$ cat src/rtl/rb_pkg.sv
package rb_pkg;
    // Access kind selected by the alias field of a low-region address.
    typedef enum logic [1:0] {
        AK_PLAIN = 2'd0,
        AK_SET   = 2'd1,
        AK_CLR   = 2'd2
    } acc_kind_e;
endpackage

$ cat src/rtl/rb_decode.sv
module rb_decode
    import rb_pkg::*;
#(
    parameter int ADDR_W = 17,
    parameter int NUM_LO = 8,
    parameter int NUM_HI = 4,
    localparam int LO_IDX_W = $clog2(NUM_LO),
    localparam int HI_IDX_W = $clog2(NUM_HI)
) (
    input  logic [ADDR_W-1:0]   addr,
    output logic                hi,
    output logic                mapped,
    output acc_kind_e           kind,
    output logic [LO_IDX_W-1:0] lo_idx,
    output logic [HI_IDX_W-1:0] hi_idx
);
    localparam logic [11:0] LO_LIMIT = 12'(NUM_LO);
    localparam logic [13:0] HI_LIMIT = 14'(NUM_HI);

    logic lo_ok, hi_ok;

    always_comb begin
        hi     = |addr[ADDR_W-1:16];
        lo_idx = addr[2 +: LO_IDX_W];
        hi_idx = addr[2 +: HI_IDX_W];
        lo_ok  = (addr[1:0] == 2'b00) && (addr[13:2] < LO_LIMIT);
        hi_ok  = (addr[1:0] == 2'b00) && (addr[15:2] < HI_LIMIT);
        mapped = hi ? hi_ok : lo_ok;
        kind   = AK_PLAIN;
        if (!hi) begin
            unique case (addr[15:14])
                2'b11:   kind = AK_SET;
                2'b10:   kind = AK_CLR;
                default: kind = AK_PLAIN;
            endcase
        end
    end
endmodule

$ cat src/rtl/rb_guard.sv
module rb_guard
    import rb_pkg::*;
#(
    parameter int NUM_LO = 8,
    parameter int NUM_RO = 2,
    parameter int NUM_HI = 4,
    parameter logic [NUM_LO-1:0] NOALIAS_MASK = 8'h80,
    localparam int LO_IDX_W = $clog2(NUM_LO),
    localparam int HI_IDX_W = $clog2(NUM_HI),
    localparam int NUM_WR = NUM_LO - NUM_RO
) (
    input  logic                sel,
    input  logic                wr,
    input  logic                secure,
    input  logic                idx_ovf,
    input  logic                hi,
    input  logic                mapped,
    input  acc_kind_e           kind,
    input  logic [LO_IDX_W-1:0] lo_idx,
    input  logic [HI_IDX_W-1:0] hi_idx,
    output logic                err,
    output logic [NUM_WR-1:0]   lo_wen,
    output logic [NUM_HI-1:0]   hi_wen
);
    logic is_ro, no_alias, wr_req, lo_bad, wr_bad, rd_bad;

    always_comb begin
        is_ro    = 1'b0;
        no_alias = 1'b0;
        for (int i = 0; i < NUM_LO; i++) begin
            if (lo_idx == LO_IDX_W'(i)) begin
                is_ro    = (i < NUM_RO);
                no_alias = NOALIAS_MASK[i];
            end
        end
        wr_req = sel && wr;
        lo_bad = !secure || is_ro ||
                 ((kind != AK_PLAIN) && (no_alias || idx_ovf));
        wr_bad = wr_req && (!mapped || (!hi && lo_bad));
        rd_bad = sel && !wr && !mapped;
        err    = wr_bad || rd_bad;
    end

    for (genvar g = 0; g < NUM_WR; g++) begin : g_lo_wen
        assign lo_wen[g] = wr_req && !wr_bad && !hi &&
                           (lo_idx == LO_IDX_W'(g + NUM_RO));
    end
    for (genvar h = 0; h < NUM_HI; h++) begin : g_hi_wen
        assign hi_wen[h] = wr_req && !wr_bad && hi && (hi_idx == HI_IDX_W'(h));
    end
endmodule

$ cat src/rtl/rb_store.sv
module rb_store
    import rb_pkg::*;
#(
    parameter int N = 6
) (
    input  logic                clk,
    input  logic                rst_n,
    input  logic [N-1:0]        wen,
    input  acc_kind_e           kind,
    input  logic [4:0]          bit_idx,
    input  logic [31:0]         wdata,
    output logic [N-1:0][31:0]  q
);
    logic [31:0] bmask;
    assign bmask = 32'd1 << bit_idx;

    for (genvar i = 0; i < N; i++) begin : g_word
        always_ff @(posedge clk) begin
            if (!rst_n) begin
                q[i] <= '0;
            end else if (wen[i]) begin
                unique case (kind)
                    AK_SET:  q[i] <= q[i] | bmask;
                    AK_CLR:  q[i] <= q[i] & ~bmask;
                    default: q[i] <= wdata;
                endcase
            end
        end

        // a plain write lands the whole data word
        a_r2_full_word: assert property (@(posedge clk) disable iff (!rst_n)
            (wen[i] && kind == AK_PLAIN) |=> q[i] == $past(wdata));
        // set alias raises the indexed bit and keeps the rest
        a_r3_set_one_bit: assert property (@(posedge clk) disable iff (!rst_n)
            (wen[i] && kind == AK_SET) |=>
                (q[i] == ($past(q[i]) | (32'd1 << $past(bit_idx)))));
        // clear alias drops the indexed bit and keeps the rest
        a_r4_clr_one_bit: assert property (@(posedge clk) disable iff (!rst_n)
            (wen[i] && kind == AK_CLR) |=>
                (q[i] == ($past(q[i]) & ~(32'd1 << $past(bit_idx)))));
        // a word without write enable holds its value
        a_r7_hold: assert property (@(posedge clk) disable iff (!rst_n)
            !wen[i] |=> $stable(q[i]));
    end

    // at most one word is written per request
    a_r2_one_word: assert property (@(posedge clk) disable iff (!rst_n)
        $onehot0(wen));
endmodule

$ cat src/rtl/pwr_regbank.sv
module pwr_regbank
    import rb_pkg::*;
#(
    parameter int ADDR_W = 17,
    parameter int NUM_LO = 8,
    parameter int NUM_RO = 2,
    parameter int NUM_HI = 4,
    parameter logic [NUM_LO-1:0] NOALIAS_MASK = 8'h80
) (
    input  logic                  clk,
    input  logic                  rst_n,
    input  logic                  bus_sel,
    input  logic                  bus_wr,
    input  logic [ADDR_W-1:0]     bus_addr,
    input  logic [31:0]           bus_wdata,
    input  logic                  bus_secure,
    input  logic [NUM_RO*32-1:0]  stat_in,
    output logic                  rsp_valid,
    output logic                  rsp_err,
    output logic [31:0]           rsp_rdata
);
    localparam int LO_IDX_W = $clog2(NUM_LO);
    localparam int HI_IDX_W = $clog2(NUM_HI);
    localparam int NUM_WR   = NUM_LO - NUM_RO;

    logic                     dec_hi, dec_mapped, acc_err, idx_ovf;
    acc_kind_e                dec_kind;
    logic [LO_IDX_W-1:0]      dec_lo_idx;
    logic [HI_IDX_W-1:0]      dec_hi_idx;
    logic [NUM_WR-1:0]        lo_wen;
    logic [NUM_HI-1:0]        hi_wen;
    logic [NUM_WR-1:0][31:0]  lo_q;
    logic [NUM_HI-1:0][31:0]  hi_q;
    logic [NUM_RO-1:0][31:0]  stat_q;
    logic [31:0]              rd_word;

    assign idx_ovf = |bus_wdata[31:5];

    rb_decode #(.ADDR_W(ADDR_W), .NUM_LO(NUM_LO), .NUM_HI(NUM_HI)) u_dec (
        .addr(bus_addr), .hi(dec_hi), .mapped(dec_mapped), .kind(dec_kind),
        .lo_idx(dec_lo_idx), .hi_idx(dec_hi_idx)
    );

    rb_guard #(.NUM_LO(NUM_LO), .NUM_RO(NUM_RO), .NUM_HI(NUM_HI),
               .NOALIAS_MASK(NOALIAS_MASK)) u_guard (
        .sel(bus_sel), .wr(bus_wr), .secure(bus_secure), .idx_ovf(idx_ovf),
        .hi(dec_hi), .mapped(dec_mapped), .kind(dec_kind),
        .lo_idx(dec_lo_idx), .hi_idx(dec_hi_idx),
        .err(acc_err), .lo_wen(lo_wen), .hi_wen(hi_wen)
    );

    rb_store #(.N(NUM_WR)) u_lo (
        .clk(clk), .rst_n(rst_n), .wen(lo_wen), .kind(dec_kind),
        .bit_idx(bus_wdata[4:0]), .wdata(bus_wdata), .q(lo_q)
    );

    rb_store #(.N(NUM_HI)) u_hi (
        .clk(clk), .rst_n(rst_n), .wen(hi_wen), .kind(AK_PLAIN),
        .bit_idx(bus_wdata[4:0]), .wdata(bus_wdata), .q(hi_q)
    );

    always_ff @(posedge clk) begin
        if (!rst_n) stat_q <= '0;
        else        stat_q <= stat_in;
    end

    always_comb begin
        rd_word = '0;
        if (dec_hi) begin
            for (int i = 0; i < NUM_HI; i++)
                if (dec_hi_idx == HI_IDX_W'(i)) rd_word = hi_q[i];
        end else begin
            for (int i = 0; i < NUM_RO; i++)
                if (dec_lo_idx == LO_IDX_W'(i)) rd_word = stat_q[i];
            for (int i = 0; i < NUM_WR; i++)
                if (dec_lo_idx == LO_IDX_W'(i + NUM_RO)) rd_word = lo_q[i];
        end
    end

    always_ff @(posedge clk) begin
        if (!rst_n) begin
            rsp_valid <= 1'b0;
            rsp_err   <= 1'b0;
            rsp_rdata <= '0;
        end else begin
            rsp_valid <= bus_sel;
            rsp_err   <= acc_err;
            rsp_rdata <= (bus_sel && !bus_wr && dec_mapped) ? rd_word : 32'd0;
        end
    end

    // one response per request, one cycle later
    a_r12_rsp_follows: assert property (@(posedge clk) disable iff (!rst_n)
        bus_sel |=> rsp_valid);
    a_r12_no_spurious: assert property (@(posedge clk) disable iff (!rst_n)
        !bus_sel |=> !rsp_valid);
    // a non-secure write into the low region is refused
    a_r7_nonsecure_err: assert property (@(posedge clk) disable iff (!rst_n)
        (bus_sel && bus_wr && !bus_secure && !(|bus_addr[ADDR_W-1:16]))
            |=> rsp_err);
    // an aliased write with an index above 31 is refused
    a_r5_index_range: assert property (@(posedge clk) disable iff (!rst_n)
        (bus_sel && bus_wr && !(|bus_addr[ADDR_W-1:16]) && bus_addr[15]
            && (|bus_wdata[31:5])) |=> rsp_err);
    // error responses carry no data
    a_r10_err_zero: assert property (@(posedge clk) disable iff (!rst_n)
        (rsp_valid && rsp_err) |-> (rsp_rdata == 32'd0));
endmodule

$ cat config.mk
export PLATFORM = sky130hd
export DESIGN_NAME = pwr_regbank
export DESIGN_NICKNAME = d
export VERILOG_FILES = /design/src/rtl/rb_pkg.sv /design/src/rtl/rb_decode.sv /design/src/rtl/rb_guard.sv /design/src/rtl/rb_store.sv /design/src/rtl/pwr_regbank.sv
export SDC_FILE = /design/constraint.sdc
export NUM_CORES = 1
export LEC_CHECK = 0
export ABC_AREA = 0
export BUFFER_PORTS_ARGS = -buffer_cell sky130_fd_sc_hd__buf_2
export CAP_MARGIN = 20
export CELL_PAD_IN_SITES_DETAIL_PLACEMENT = 2
export CELL_PAD_IN_SITES_GLOBAL_PLACEMENT = 2
export CORE_UTILIZATION = 38
export DETAILED_ROUTE_END_ITERATION = 8
export HOLD_SLACK_MARGIN = 0.06
export PLACE_DENSITY_LB_ADDON = 0.1
export SLEW_MARGIN = 0
export SYNTH_ARGS = -nofsm -noshare
export SYNTH_HDL_FRONTEND = slang
export SYNTH_HIERARCHICAL = 1
export SYNTH_SLANG_ARGS = --single-unit
$ cat constraint.sdc
create_clock -name clk -period 2.9 [get_ports clk]
set_clock_uncertainty 0.2 [all_clocks]
set_input_delay 0.145 -clock clk [delete_from_list [all_inputs] [get_ports clk]]
set_output_delay 0.145 -clock clk [all_outputs]
set_load 0.1 [all_outputs]
==> reports/qor.txt, run 1 <==
wire length of the first global-routing pass: 125000 um
crit-path max FO: 7
Slew headroom: 0.458
RSZ-0062 raised after global routing: no
# rows: 81
Fill cells: 5174
fin crit share: 0.958
vias: 17900
Hold Crit Class: primary input to register
setup TNS: 0 ns
DRC errors left: 0
largest net degree at the start of global routing: 129
DP Wirelength: 52100 um
Wirelength per Cell: 28.3 um
CTS buffer count: 50
number of global-route vias before repair: 19500
f_max: 360 MHz
VDD IR max: 389 uV
CP required: 3.17 ns
Synth cell types: 61
YS warnings: 6
Post-Synthesis Cell Area: 18800 um2
Tmin final: 2.78 ns
PD cells: 596 nW/um2
proportion of layout cells with a drive suffix above 1: 0.194
Post-synth EDFFs: 0
register area: 8370 um2
Layout Utilization: 0.485
diode count: 0
Skew-Pair Late Insertion Delay: 0.59 ns
first drt pass iteration count: 5
Seq/Total Area, Yosys: 0.446
flops & latches, synth: 418
H-tree levels: 2
Chip Height: 224 um
final setup vio count: 0
Most used DFF post-synth: dfxtp_1
CP Launch Type: primary input
clock tree root buffer cell: clkbuf_16
nets: 2346
hold path depth: 6
CP Capture Type: register
clock transition time at the flip-flop clock pins of the worst setup and hold paths: 0.06 ns
most frequent cells in the layout: 447 x a21oi_1, 418 x dfxtp_1, 321 x a211oi_1, 149 x buf_2, 126 x dlygate4sd3_1
grt total ovfl: 0
Tot Pwr: 0.0141 W
area delta synth->final: 26.2%
post-CTS setup buffers: 0
cells after synthesis: 1990
antenna violations before repair: 10
Die Span X: 224 um
Critical Path AT: 3.05 ns
CTS tree: built
Multi-input gate area: 9600 um2
R2R cell count: 3
die area: 50300 um2
initial core utilization: 0.384
Core Box Area: 48800 um2
Ports: 152
Detailed Route WL: 82700 um
Leak Pwr: 8.47 nW
Initial DRC Count: 1249
max_cap viols: 0
gr usage total: 0.328
clock sinks: 418
I/O Buffers: 151
Pins Over Slew Limit: 0
Mean Syn Cell Area: 9.44 um2
status: finished, final reports clean
Antenna Nets Post-Route: 0
Final Hold Viols: 0
worst slew pin tran: 0.811 ns
commonest non-fill, non-tap cell in the layout: a21oi_1
Vias per Instance: 6.10
CTS max path bufs: 3
GPL Wtd Cong: 0.854
fraction of registers with async set or reset after synthesis: 0
WS Path Type: primary input to register
==> cells by family after synthesis <==
group                      Yosys count  synth area share
DFF                                418             0.446
AOI/OAI and AO/OA                  947             0.316
buffers and inverters              201            0.0478
and+or+nand+nor                    294            0.0899
other                                1          0.000200
muxes                              125            0.0982
adders and majority gates            4           0.00267
==> cell type report <==
type,instances,share of cell area
Inverter,9,0.00169
Clock inverter,17,0.0122
Tap cell,664,0.0351
Multi-Input combinational cell,1374,0.405
Timing Repair Buffer,371,0.131
Clock buffer,72,0.0618
Sequential cell,418,0.353
==> Yosys cell counts, types with 3 or more instances <==
library cell / n / share of area
buf_2: 27 / 0.0072
nor3b_2: 4 / 0.0027
buf_4: 13 / 0.0052
and3b_1: 9 / 0.0042
mux2_2: 4 / 0.0024
nor3b_1: 11 / 0.0044
nor3_1: 6 / 0.0016
buf_6: 8 / 0.0048
o311a_1: 15 / 0.0080
o22ai_1: 30 / 0.010
clkbuf_1: 136 / 0.027
nor2b_1: 3 / 0.0010
a21oi_1: 447 / 0.12
o21ai_1: 41 / 0.011
dfxtp_1: 418 / 0.45
or3b_4: 4 / 0.0024
nor4_1: 15 / 0.0050
a21oi_2: 3 / 0.0014
and2_1: 82 / 0.027
a22oi_1: 11 / 0.0044
o21ai_0: 11 / 0.0029
nor2_1: 6 / 0.0012
nand2b_1: 25 / 0.0083
mux4_2: 47 / 0.056
a21o_1: 11 / 0.0044
and3_1: 3 / 0.0010
a22o_1: 5 / 0.0023
inv_1: 9 / 0.0018
mux2i_1: 74 / 0.039
ha_1: 4 / 0.0027
o31ai_1: 5 / 0.0020
a211oi_1: 321 / 0.13
buf_1: 7 / 0.0014
o21ai_2: 28 / 0.013
o211ai_1: 11 / 0.0044
nand2_1: 100 / 0.020
nand3b_1: 6 / 0.0024
==> what timing repair did <==
action / in CTS / in global routing
setup endpoints to repair: 0 / 1
hold buffers: 126 / 0
hold endpoints to repair: 263 / 0
gates resized for setup: 0 / 3
==> final timing paths <==
kind | slack, ns | startpoint | to
worst max-delay path | 0.12 | bus_wdata[6] | rsp_err
worst min-delay path | 0.09 | bus_wdata[24] | u_hi/q[120]
worst max register to register | 1.22 | u_lo/q[151] | rsp_rdata[23]
worst min register to register | 0.32 | u_hi/q[1] | u_hi/q[1]
==> through the flow <==
stage	cell area [um2]	hold WS, ns	setup slack [ns]	instances
floorplan	18800	0.0667	0.620	1993
global placement	20700	0.150	0.250	2710
detailed placement	20700	0.156	0.145	2710
CTS	23700	0.0605	0.177	2925
global route	23700	0.104	0.0147	2925
finish	23700	0.0897	0.120	2925
==> where the power goes <==
group,switching (W),internal [W],total (W),leakage (nW)
Sequential,0.0000244,0.00579,0.00582,3.38
Combinational,0.00102,0.000481,0.00150,4.22
Clock,0.00261,0.00420,0.00681,0.868
==> metal layers <==
| layer | track usage | vias up | wire, um |
|---|---|---|---|
| met3 | 0.0413 | 145 | 3750 |
| met5 | 0 | - | 13 |
| li1 | - | 8032 | - |
| met1 | 0.427 | 9151 | 36200 |
| met2 | 0.561 | 527 | 40400 |
| met4 | 0.108 | 2 | 2280 |
==> state kept, by name, indices dropped and copies added, names as in the netlist <==
| signal | flops |
|---|---|
| rsp_valid | 1 |
| rsp_rdata | 32 |
| stat_q | 64 |
| u_lo/q | 192 |
| u_hi/q | 128 |
| rsp_err | 1 |
==> worst max-delay path, stage by stage <==
cell	delay (ns)
buf_2	0.11
nor4_2	0.29
buf_4	0.17
and4_1	0.18
nand4_1	0.15
a31oi_2	0.25
nor2_4	0.10
o311a_1	0.36
dlygate4sd3_1	0.58
and2_1	0.18
dlygate4sd3_1	0.56
No activity file was read; power rests on OpenSTA's default activity.
==> run 2: changes to the inputs <==
--- a/config.mk
+++ b/config.mk
@@ -14,8 +14,10 @@
 export DETAILED_ROUTE_END_ITERATION = 8
 export HOLD_SLACK_MARGIN = 0.06
 export PLACE_DENSITY_LB_ADDON = 0.1
+export SETUP_SLACK_MARGIN = 0.2
 export SLEW_MARGIN = 0
 export SYNTH_ARGS = -nofsm -noshare
 export SYNTH_HDL_FRONTEND = slang
 export SYNTH_HIERARCHICAL = 1
 export SYNTH_SLANG_ARGS = --single-unit
+export TNS_END_PERCENT = 20
==> run 2 against run 1 <==
  * Wire length grew 3.6%
  * Via count grew 2.1%
  * Clock-buffer cell count is the same
  * Clock power is essentially flat
  * Critical endpoint is now u_lo/q[93]
  * Largest power group unchanged
  * Highest routed layer unchanged
==> reports/qor.txt, run 2 (synthesized netlist as in run 1, its figures left out) <==
I/O Buffers: 151
CTS tree: built
largest net degree at the start of global routing: 129
fin crit share: 0.943
Leak Pwr: 8.62 nW
antenna violations before repair: 9
final setup vio count: 0
vias: 18200
Skew-Pair Late Insertion Delay: 0.60 ns
DP Wirelength: 52100 um
area delta synth->final: 28.1%
f_max: 366 MHz
CP required: 3.19 ns
commonest non-fill, non-tap cell in the layout: a21oi_1
H-tree levels: 2
Layout Utilization: 0.492
worst slew pin tran: 0.891 ns
# rows: 81
DRC errors left: 0
proportion of layout cells with a drive suffix above 1: 0.210
Detailed Route WL: 85700 um
Die Span X: 224 um
Net Switching: 0.00368 W
gr usage total: 0.325
min-delay src: bus_wdata[24]
first drt pass iteration count: 6
internal power: 0.0105 W
Final Hold Viols: 0
Wirelength per Cell: 29.1 um
clock sinks: 418
status: finished, final reports clean
hold path depth: 6
wire length of the first global-routing pass: 124000 um
Antenna Nets Post-Route: 0
top flop regs: u_lo/q: 192 flops, u_hi/q: 128 flops, stat_q: 64 flops
R2R cell count: 3
clock transition time at the flip-flop clock pins of the worst setup and hold paths: 0.06 ns
Chip Height: 224 um
Tmin final: 2.73 ns
Sequential Power Share: 0.411
CP Launch Type: primary input
clock tree root buffer cell: clkbuf_16
nets: 2361
PD cells: 588 nW/um2
VDD IR max: 392 uV
Initial DRC Count: 1432
Fill cells: 5101
Combinational Power Share: 0.106
CP Capture Type: register
number of global-route vias before repair: 19500
initial core utilization: 0.384
CTS buffer count: 50
Ports: 152
R2R Path Start: u_lo/q[156]
grt total ovfl: 0
Hold Crit Class: primary input to register
Top reg by flops: u_lo/q
Switching Share: 0.260
Vias per Instance: 6.20
GPL Wtd Cong: 0.854
max_cap viols: 0
Slew headroom: 0.406
WS Path Type: primary input to register
critical path startpoint: bus_wdata[9]
Critical Path AT: 3.02 ns
RSZ-0062 raised after global routing: yes
setup TNS: 0 ns
Pins Over Slew Limit: 0
most frequent cells in the layout: 447 x a21oi_1, 418 x dfxtp_1, 303 x a211oi_1, 149 x buf_2, 120 x dlygate4sd3_1
Clk network pwr share: 0.482
Core Box Area: 48800 um2
crit-path max FO: 24
Tot Pwr: 0.0141 W
CTS max path bufs: 3
die area: 50300 um2
Largest register FFs: 192
-- run 2: changes by cell type in the layout (fill, tap and decap cells not counted) --
cell / delta
clkbuf_16: +8
a211oi_2: +18
a211oi_1: -18
dlygate4sd3_1: -6
nor4_4: +1
diode_2: +1
buf_6: +2
buf_4: +11
nor4_2: -1
-- run 2: path summary, 6_finish.rpt --
path / end / slack (ns)
worst min-delay path: u_hi/q[120] / 0.09
worst max-delay path: u_lo/q[93] / 0.17
worst max register to register: rsp_rdata[28] / 1.14
worst min register to register: u_hi/q[1] / 0.32
-- run 2: per-stage QoR --
step	setup WS [ns]	hold slack, ns	std cells	area, um2
5_1_grt	-0.0331	0.120	2940	24000
6_report	0.167	0.0881	2941	24000
2_1_floorplan	0.620	0.0667	1993	18800
3_5_place_dp	0.145	0.156	2710	20700
4_1_cts	0.231	0.0605	2919	23600
3_3_place_gp	0.250	0.150	2710	20700
-- run 2: repair_timing --
action,in CTS,in global routing
endpoints found under the setup margin,0,190
hold buffers,120,1
setup buffers,0,13
gates resized for setup,0,24
hold endpoints to repair,263,1
-- run 2: worst max-delay path: stages --
cell and delay, ns:
dlygate4sd3_1 0.54, buf_2 0.21, nor4_2 0.30, and4_1 0.22, nand4_1 0.13, a31oi_2 0.24
nor2_4 0.11, nor4_2 0.30, buf_4 0.23, buf_12 0.19, a21oi_1 0.08, a211oi_1 0.30
-- run 2: final cells by class --
cell class | instances | area (um2) | area share
Antenna cell | 1 | 2.50 | 0.000104
Inverter | 9 | 40.0 | 0.00167
Sequential cell | 418 | 8370 | 0.348
Tap cell | 664 | 831 | 0.0345
Multi-Input combinational cell | 1374 | 9700 | 0.403
Clock inverter | 17 | 289 | 0.0120
Timing Repair Buffer | 386 | 3350 | 0.139
Clock buffer | 72 | 1470 | 0.0609
-- run 2: power by group through the flow --
stage / combinational (W) / clock [W] / sequential [W]
after floorplan: 0.000755 / 0 / 0.00594
after global placement: 0.00126 / 0 / 0.00594
after detailed placement: 0.00128 / 0 / 0.00594
after CTS: 0.00142 / 0.00687 / 0.00582
after global routing: 0.00159 / 0.00711 / 0.00582
final: 0.00150 / 0.00682 / 0.00582
-- run 2: routing by layer --
layer / share of wire / track usage / routed length [um]
met1: 0.42 / 0.417 / 36300
met3: 0.054 / 0.0447 / 4610
met5: 0.00064 / 0 / 55
met2: 0.49 / 0.557 / 41900
met4: 0.033 / 0.115 / 2830
==> run 3: changes to the inputs <==
--- a/config.mk
+++ b/config.mk
@@ -10,7 +10,7 @@
 export CAP_MARGIN = 20
 export CELL_PAD_IN_SITES_DETAIL_PLACEMENT = 2
 export CELL_PAD_IN_SITES_GLOBAL_PLACEMENT = 2
-export CORE_UTILIZATION = 38
+export CORE_UTILIZATION = 41
 export DETAILED_ROUTE_END_ITERATION = 8
 export HOLD_SLACK_MARGIN = 0.06
 export PLACE_DENSITY_LB_ADDON = 0.1
==> constraint.sdc (replaced) <==
create_clock -name clk -period 3.5 [get_ports clk]
set_clock_uncertainty 0.2 [all_clocks]
set_input_delay 0.175 -clock clk [delete_from_list [all_inputs] [get_ports clk]]
set_output_delay 0.175 -clock clk [all_outputs]
set_load 0.1 [all_outputs]
==> run 3 against run 2 <==
  * Power decreased by 19%
  * Worst setup slack improved by 0.028 ns
  * Via count increased by 2.2%
  * Core utilization increased by 2.4 points
  * Cell count decreased by 3.1%
  * Wire length increased by 4.6%
  * Sequential power decreased by 17%
  * Clock power decreased by 21%
  * Combinational power decreased by 15%
  * Sequential share of layout area increased by 1.0 points
  * Clock-buffer cell count decreased by 1
  * Critical endpoint is now rsp_err
  * Largest cell class unchanged
  * Largest power group unchanged
==> reports/qor.txt, run 3 (synthesized netlist as in run 1, its figures left out) <==
proportion of layout cells with a drive suffix above 1: 0.178
die area: 46700 um2
post-CTS setup buffers: 0
CP Capture Type: register
Detailed Route WL: 89600 um
Final Hold Viols: 0
largest net degree at the start of global routing: 100
Hold WS: 0.105 ns
Tmin final: 3.30 ns
max incr delay on CP: 0.56 ns
commonest non-fill, non-tap cell in the layout: a21oi_1
diode count: 0
CP top delay family: buffers and inverters
worst setup margin: 0.195 ns
Core Box Area: 45300 um2
worst slew pin tran: 0.987 ns
Critical Path, Cell by Cell: dlygate4sd3_1 > buf_2 > nor4_2 > and4_1 > nand4_1 > a31oi_2 > nor2_4 > o311a_1 > dlygate4sd3_1 > and2_1 > dlygate4sd3_1
# rows: 78
WS Path Type: primary input to register
Ports: 152
Die Span X: 216 um
max_cap viols: 0
CP Launch Type: primary input
status: finished, final reports clean
I/O Buffers: 151
R2R cell count: 3
nets: 2334
Wirelength per Cell: 31.4 um
vias: 18600
PD cells: 493 nW/um2
first drt pass iteration count: 7
setup TNS: 0 ns
clock sinks: 418
Vias per Instance: 6.54
wire length of the first global-routing pass: 134000 um
WP depth: 11
Critical Path AT: 3.59 ns
DP Wirelength: 49700 um
initial core utilization: 0.415
Top reg by flops: u_lo/q
area delta synth->final: 24.5%
crit-path max FO: 7
top flop regs: u_lo/q: 192 flops, u_hi/q: 128 flops, stat_q: 64 flops
final setup vio count: 0
Hold Crit Class: primary input to register
RSZ-0062 raised after global routing: yes
VDD IR max: 411 uV
DRC errors left: 0
Fill cells: 4593
gr usage total: 0.377
Skew-Pair Late Insertion Delay: 0.60 ns
antenna violations before repair: 5
Initial DRC Count: 1564
Slew headroom: 0.340
CP required: 3.78 ns
most frequent cells in the layout: 446 x a21oi_1, 418 x dfxtp_1, 321 x a211oi_1, 160 x dlygate4sd3_1, 146 x buf_2
Tot Pwr: 0.0115 W
M3 GR Usage: 0.0547
Post-Place Worst Slack: 0.326 ns
GPL Wtd Cong: 0.816
hold path depth: 3
grt total ovfl: 0
critical path's most frequent cell: dlygate4sd3_1
Pins Over Slew Limit: 0
Post-Layout Cell Count: 2849
fin crit share: 0.944
slowest stage cell, crit path: dlygate4sd3_1
f_max: 303 MHz
GRT met1 Usage: 0.482
CTS tree: built
clock tree root buffer cell: clkbuf_16
H-tree levels: 2
Antenna Nets Post-Route: 0
gr busiest metal: met2
Largest register FFs: 192
met2 usage: 0.631
critical path buffer and inverter count: 4
Placed Instances: 2602
CTS max path bufs: 3
Chip Height: 216 um
clock transition time at the flip-flop clock pins of the worst setup and hold paths: 0.06 ns
Leak Pwr: 8.34 nW
CTS buffer count: 48
number of global-route vias before repair: 20200
==> run 3: layer usage <==
metal  part of all wire  wire (um)  vias up
li1                   -          -     8014
met5            0.00028         25        -
met4              0.040       3610        4
met3              0.053       4730      235
met1               0.42      37600     9662
met2               0.49      43600      723
==> run 3: final timing paths <==
| kind | from | endpoint | slack, ns |
|---|---|---|---|
| setup / recovery | bus_wdata[31] | rsp_err | 0.20 |
| hold / removal | rst_n | stat_q[35] | 0.10 |
| setup reg to reg | u_lo/q[153] | rsp_rdata[25] | 1.79 |
| hold reg to reg | u_hi/q[125] | u_hi/q[125] | 0.32 |
==> run 3: power breakdown <==
part / internal (W) / switching [W]
logic: 0.000405 / 0.000876
registers: 0.00480 / 0.0000235
clock network: 0.00316 / 0.00226
==> run 3: timing repair <==
action,CTS,global route
endpoints found under the hold margin,206,0
hold buffers,160,0
resized for setup,0,16
setup endpoints to repair,0,3
==> run 3: cell type report <==
type	instances	area, um2	share of cell area
Multi-Input combinational cell	1374	9640	0.413
Sequential cell	418	8370	0.358
Timing Repair Buffer	361	2930	0.125
Clock buffer	71	1450	0.0620
Tap cell	600	751	0.0321
Clock inverter	16	191	0.00819
Inverter	9	40.0	0.00171
==> run 3: per-stage QoR <==
step / utilization / area [um2]
2_1_floorplan: - / 18800
3_3_place_gp: 0.443 / 20100
3_5_place_dp: 0.443 / 20100
4_1_cts: 0.515 / 23300
5_1_grt: 0.516 / 23400
6_report: 0.516 / 23400
==> run 3: worst reg2reg max path: stages (launching register included) <==
cell	delay, ns
dfxtp_1	0.34
mux4_2	0.51
and2_1	0.18
o311a_1	0.36
